**config.mk**
```make
export PLATFORM = sky130hd
export DESIGN_NAME = bist_sigreg
export DESIGN_NICKNAME = d
export VERILOG_FILES = /design/src/rtl/bist_pkg.sv /design/src/rtl/bist_shift_core.sv /design/src/rtl/bist_session_fsm.sv /design/src/rtl/bist_sig_compare.sv /design/src/rtl/bist_sigreg.sv
export SDC_FILE = /design/constraint.sdc
export NUM_CORES = 1
export LEC_CHECK = 0
export BUFFER_PORTS_ARGS = -buffer_cell sky130_fd_sc_hd__buf_4
export CAP_MARGIN = 20
export CELL_PAD_IN_SITES_DETAIL_PLACEMENT = 1
export CELL_PAD_IN_SITES_GLOBAL_PLACEMENT = 1
export CORE_MARGIN = 5
export CORE_UTILIZATION = 39
export CTS_BUF_LIST = sky130_fd_sc_hd__clkbuf_4 sky130_fd_sc_hd__clkbuf_8 sky130_fd_sc_hd__clkbuf_16
export DETAILED_ROUTE_END_ITERATION = 8
export PLACE_DENSITY_LB_ADDON = 0.05
export RECOVER_POWER = 50
export SKIP_LAST_GASP = 1
export SYNTH_ARGS = -nofsm -noshare
export SYNTH_HDL_FRONTEND = slang
export SYNTH_HIERARCHICAL = 1
export SYNTH_SLANG_ARGS = --single-unit
```
**constraint.sdc**
```tcl
create_clock -name clk -period 2.1 [get_ports clk]
set_input_delay 0.42 -clock clk [delete_from_list [all_inputs] [get_ports clk]]
set_output_delay 0.42 -clock clk [all_outputs]
set_load 0.05 [all_outputs]
```
**src/rtl/bist_pkg.sv**
```systemverilog
package bist_pkg;
    typedef enum logic [1:0] {
        SES_IDLE = 2'd0,
        SES_RUN  = 2'd1,
        SES_DONE = 2'd2
    } ses_state_e;
endpackage

```
**src/rtl/bist_shift_core.sv**
```systemverilog
module bist_shift_core #(
    parameter int              WIDTH      = 8,
    parameter logic [WIDTH-1:0] TAPS       = 8'hB8,
    parameter logic [WIDTH-1:0] RESET_SEED = 1
) (
    input  logic             clk,
    input  logic             rst_n,
    input  logic             step_en,
    input  logic             sig_mode,
    input  logic             load_ok,
    input  logic [WIDTH-1:0] seed,
    input  logic [WIDTH-1:0] resp,
    output logic [WIDTH-1:0] q
);
    logic             fb;
    logic [WIDTH-1:0] nxt;

    assign fb = ^(q & TAPS);

    for (genvar i = 0; i < WIDTH; i++) begin : g_stage
        if (i == 0) begin : g_head
            assign nxt[i] = fb ^ (sig_mode & resp[i]);
        end else begin : g_body
            assign nxt[i] = q[i-1] ^ (sig_mode & resp[i]);
        end
    end

    always_ff @(posedge clk or negedge rst_n) begin
        if (!rst_n) begin
            q <= RESET_SEED;
        end else if (load_ok) begin
            q <= seed;
        end else if (step_en) begin
            q <= nxt;
        end
    end

    assert_seed_load_R2: assert property (@(posedge clk) disable iff (!rst_n)
        load_ok |=> (q == $past(seed)));
    assert_hold_idle_R9: assert property (@(posedge clk) disable iff (!rst_n)
        (!load_ok && !step_en) |=> $stable(q));
    assert_gen_nonzero_R4: assert property (@(posedge clk) disable iff (!rst_n)
        (step_en && !load_ok && !sig_mode && (q != '0)) |=> (q != '0));
endmodule

```
**src/rtl/bist_session_fsm.sv**
```systemverilog
module bist_session_fsm
    import bist_pkg::*;
#(
    parameter int CNT_W = 16
) (
    input  logic             clk,
    input  logic             rst_n,
    input  logic             start,
    input  logic [CNT_W-1:0] len,
    input  logic             pause,
    output logic             step_en,
    output logic             done
);
    ses_state_e       state, state_nxt;
    logic [CNT_W-1:0] cnt, cnt_nxt;

    always_ff @(posedge clk or negedge rst_n) begin
        if (!rst_n) begin
            state <= SES_IDLE;
            cnt   <= '0;
        end else begin
            state <= state_nxt;
            cnt   <= cnt_nxt;
        end
    end

    always_comb begin
        state_nxt = state;
        cnt_nxt   = cnt;
        unique case (state)
            SES_IDLE, SES_DONE: begin
                if (start) begin
                    cnt_nxt   = len;
                    state_nxt = (len == '0) ? SES_DONE : SES_RUN;
                end
            end
            SES_RUN: begin
                if (!pause) begin
                    cnt_nxt = cnt - 1'b1;
                    if (cnt == 1) state_nxt = SES_DONE;
                end
            end
            default: state_nxt = SES_IDLE;
        endcase
    end

    always_comb begin
        step_en = (state == SES_RUN) && !pause;
        done    = (state == SES_DONE);
    end

    assert_run_count_R8: assert property (@(posedge clk) disable iff (!rst_n)
        (state == SES_RUN) |-> (cnt != '0));
    assert_zero_len_R8: assert property (@(posedge clk) disable iff (!rst_n)
        ((state != SES_RUN) && start && (len == '0)) |=> done);
    assert_done_hold_R8: assert property (@(posedge clk) disable iff (!rst_n)
        (done && !start) |=> done);
endmodule

```
**src/rtl/bist_sig_compare.sv**
```systemverilog
module bist_sig_compare #(
    parameter int WIDTH = 8
) (
    input  logic             done,
    input  logic [WIDTH-1:0] sig,
    input  logic [WIDTH-1:0] golden,
    output logic             match
);
    always_comb match = done && (sig == golden);
endmodule

```
**src/rtl/bist_sigreg.sv**
```systemverilog
module bist_sigreg #(
    parameter int               WIDTH      = 8,
    parameter logic [WIDTH-1:0] TAPS       = 8'hB8,
    parameter logic [WIDTH-1:0] RESET_SEED = 1,
    parameter int               CNT_W      = 16
) (
    input  logic             clk,
    input  logic             rst_n,
    input  logic             mode_i,
    input  logic             seed_load_i,
    input  logic [WIDTH-1:0] seed_i,
    input  logic             start_i,
    input  logic [CNT_W-1:0] len_i,
    input  logic [WIDTH-1:0] resp_i,
    input  logic [WIDTH-1:0] golden_i,
    output logic [WIDTH-1:0] state_o,
    output logic             done_o,
    output logic             match_o
);
    logic load_ok;
    logic step_en;

    assign load_ok = seed_load_i && (seed_i != '0);

    bist_session_fsm #(.CNT_W(CNT_W)) u_fsm (
        .clk(clk), .rst_n(rst_n), .start(start_i), .len(len_i),
        .pause(load_ok), .step_en(step_en), .done(done_o)
    );

    bist_shift_core #(.WIDTH(WIDTH), .TAPS(TAPS), .RESET_SEED(RESET_SEED)) u_core (
        .clk(clk), .rst_n(rst_n), .step_en(step_en), .sig_mode(mode_i),
        .load_ok(load_ok), .seed(seed_i), .resp(resp_i), .q(state_o)
    );

    bist_sig_compare #(.WIDTH(WIDTH)) u_cmp (
        .done(done_o), .sig(state_o), .golden(golden_i), .match(match_o)
    );

    assert_zero_seed_R3: assert property (@(posedge clk) disable iff (!rst_n)
        (seed_load_i && (seed_i == '0) && !done_o && !step_en) |=> $stable(state_o));
    assert_match_done_R10: assert property (@(posedge clk) disable iff (!rst_n)
        match_o |-> done_o);
endmodule

```
==> impl_results.md <==
* Status: finished, violations left
* Failing checks: max-capacitance violations
* Unique masters post-synth at 54
* Hold path depth at 3
* Mux share of post-synthesis cell area at 0.0585
* Final setup violation count at 0
* Initial antenna violation count at 0
* Drt pass-1 iters at 4
* Worst reg-to-reg path cell count at 6
* Drt total wl at 5880 um
* Post-Synthesis Cells at 213
* Crit Path Max Fanout at 4
* Critical Path, Cell by Cell: xnor2_1 > nand4_1 > nor3_4 > buf_6
* Hpwl dp at 4580 um
* Site Rows at 25
* Cts bufs inserted at 3
* Arr. time, crit path at 1.60 ns
* Adder-Cell Fraction of Synth Area at 0.0130
* Max clock buf depth at 2
* Power Total at 2.16 mW
* CP startpoint kind: register
* Worst hold-check path type: in -> reg
* Worst path slowest cell: dfstp_2
* Main synth FF type: dfrtp_1
* Register area at 652 um2
* Synth Area in XOR/XNOR at 0.0891
* Clk sinks at 26
* CORE AREA at 4750 um2
* Fmax at 496 MHz
* VDD IR-drop max at 616 uV
* RSZ-0062 raised after global routing: no
* Final worst path period need at 2.02 ns
* PwrDens at 868 nW/um2
* Synth top area share at 0.325
* Htree depth at 1
* # Max-Cap Violations at 1
* R2R Setup Slk at 0.17 ns
* Reg2reg end: u_fsm/cnt[8]$_DFFE_PN0P_
* Critical path type: reg -> out
* DR DRC count at 0
* Number of instances in the placed design at 334
* Slew HR at 0.00527
* Largest family of logic cells by synthesized area: simple AND/OR/NAND/NOR gates
* Clock skew at 0.00582 ns
* Area Overhead vs Synth at 29.3%
* Worst-Margin Slew at 1.49 ns
* Worst-path clk slew at 0.10 ns
* Die area at 6440 um2
* Synth cell count leaders: 25 x dfrtp_1, 23 x nand2_1, 17 x xnor2_1
* Vias at 1856
* Starting DRT DRC Count at 68
* First-pass GRT wire length at 9820 um
* Worst setup margin at 0.0841 ns
* Reg-to-reg startpoint: u_fsm/cnt[0]$_DFFE_PN0P_
* Share of cells above drive strength 1 at 0.288
* Final Hold Fails at 0
* Finished Layout Cells at 338
* Multi-input logic area at 1200 um2
* Crit-path max cell delay at 0.59 ns
* Leakage at 1.05 nW
* Routed Antenna Nets at 0
* Nets at 319
* Critical Path RT at 1.68 ns
* PortBufs at 54
* Clock Latency Late Sink at 0.28 ns
* Post-route cell area at 2490 um2
* Final critical-path share of the clock period at 0.960
* Area after DPL at 2430 um2
* Starting Density at 0.405
* Synth Area in Simple Gates at 0.273
* Synth Register Bits at 26
* Area contributors post-synth: dfrtp_1 33%, xnor2_1 7.7%, mux2i_1 4.7%, nand2_1 4.5%, nor2_1 3.1%
* Mapped Area at 1920 um2
* Vias in the first global route at 1940
* Compound-Gate Fraction of Synth Area at 0.185
* Dpl ws at 0.0642 ns
* Inserted Diodes at 0
* HP Start: seed_i[7]
* Number of enable flip-flop cells after synthesis at 0
* Number of buffers and inverters on the critical path at 1
* Most frequent cell after synthesis: dfrtp_1
* Routed WL per cell at 17.4 um
* Area leader, netlist: dfrtp_1
* Sequential area share after synthesis at 0.339
* CTS tree: built
* Yosys warns at 6
* Die height at 80.2 um
* Synthesized area per cell at 9.03 um2
* Post-Syn Nets at 260
* Die X at 80.2 um
* Share of synthesized registers carrying an async set or reset at 1.00
* Stages on the worst setup path at 4
* GP Congestion at 0.788
* Top Ports at 55
* Filler cell count at 598
* GR Overflow Total at 0
* Slew Viols, Final at 0
* Setup TNS at 0 ns
* Worst Hold End: u_core/q[7]$_DFFE_PN0P_
* Number of post-CTS setup repair buffers at 0
* Gr usage total at 0.193
* Vias per cell at 5.49
* CP top delay family: flip-flops
* Critical Path Sink Type: output pin
* Largest net degree at the start of global routing at 27
* CTS Root Cell: clkbuf_8
==> area by class of cell <==
cell class,count,share of cell area
Clock inverter,1,0.0121
Clock buffer,3,0.0166
Sequential cell,26,0.262
Multi-Input combinational cell,173,0.484
Inverter,4,0.00604
Tap cell,67,0.0337
Timing Repair Buffer,64,0.186
==> per-stage QoR <==
stage                     hold slack (ns)   util
after floorplan                     0.124      -
after CTS                          0.0520  0.527
after global routing                0.381  0.523
after detailed placement            0.365  0.512
after global placement              0.365  0.512
final                               0.365  0.523
==> placed cells by master, fill, tap and decap left out, drive strengths merged, types with 2 or more instances in the layout <==
master,count
buf,58
dfrtp,25
nand2,25
xnor2,17
nor2,16
o21ai,14
nor4,10
mux2i,9
a21oi,9
clkbuf,9
nor3,8
nand4,7
nand3,6
o22ai,6
nand2b,6
inv,4
o22a,3
o211ai,3
o2bb2a,3
a31oi,3
nor2b,3
mux2,2
o21a,2
ha,2
nor3b,2
==> metal layers <==
metal,vias up,GRT usage,share of wire
met1,896,0.257,0.45
met3,2,0.0314,0.054
li1,905,-,-
met4,0,0.0152,0.0029
met5,-,0,0
met2,53,0.339,0.49
==> sequential cells by signal (all words and copies together) (netlist names) <==
name,cells
u_fsm/state,2
u_core/q,8
u_fsm/cnt,16
==> worst min-delay path: stages <==
cell and delay (ns):
buf_4 0.08, nand2_1 0.04, o21ai_1 0.06
==> repair_timing <==
item                                    CTS  global route
hold buffers                              0             0
endpoints found under the hold margin     0             0
gates resized for setup                   0             1
endpoints found under the setup margin    0             1
==> power by group <==
group          total [mW]  switching (mW)  internal [mW]  leakage [nW]
Sequential          0.900           0.256          0.644         0.307
Combinational       0.837           0.444          0.393         0.705
Clock               0.422           0.167          0.255        0.0357
==> worst max path at each step <==
stage | slack (ns) | start | end
after floorplan | 0.02 | u_fsm/state[0]$_DFFE_PN0P_ | match_o
after global placement | 0.17 | seed_i[1] | u_core/q[0]$_DFFE_PN1P_
after detailed placement | 0.06 | seed_i[1] | u_core/q[0]$_DFFE_PN1P_
after CTS | 0.03 | u_core/q[0]$_DFFE_PN1P_ | match_o
after global routing | 0.02 | u_core/q[0]$_DFFE_PN1P_ | match_o
final | 0.08 | u_core/q[0]$_DFFE_PN1P_ | match_o
==> cells by family after synthesis <==
| family | Yosys count |
|---|---|
| XOR/XNOR | 18 |
| multiplexers | 11 |
| buffers and inverters | 14 |
| flip-flops | 26 |
| AND/OR/NAND/NOR | 90 |
| adder cells (fa/ha/maj) | 2 |
| AO/OA/AOI/OAI | 52 |
(Power assumes the default switching activity.)
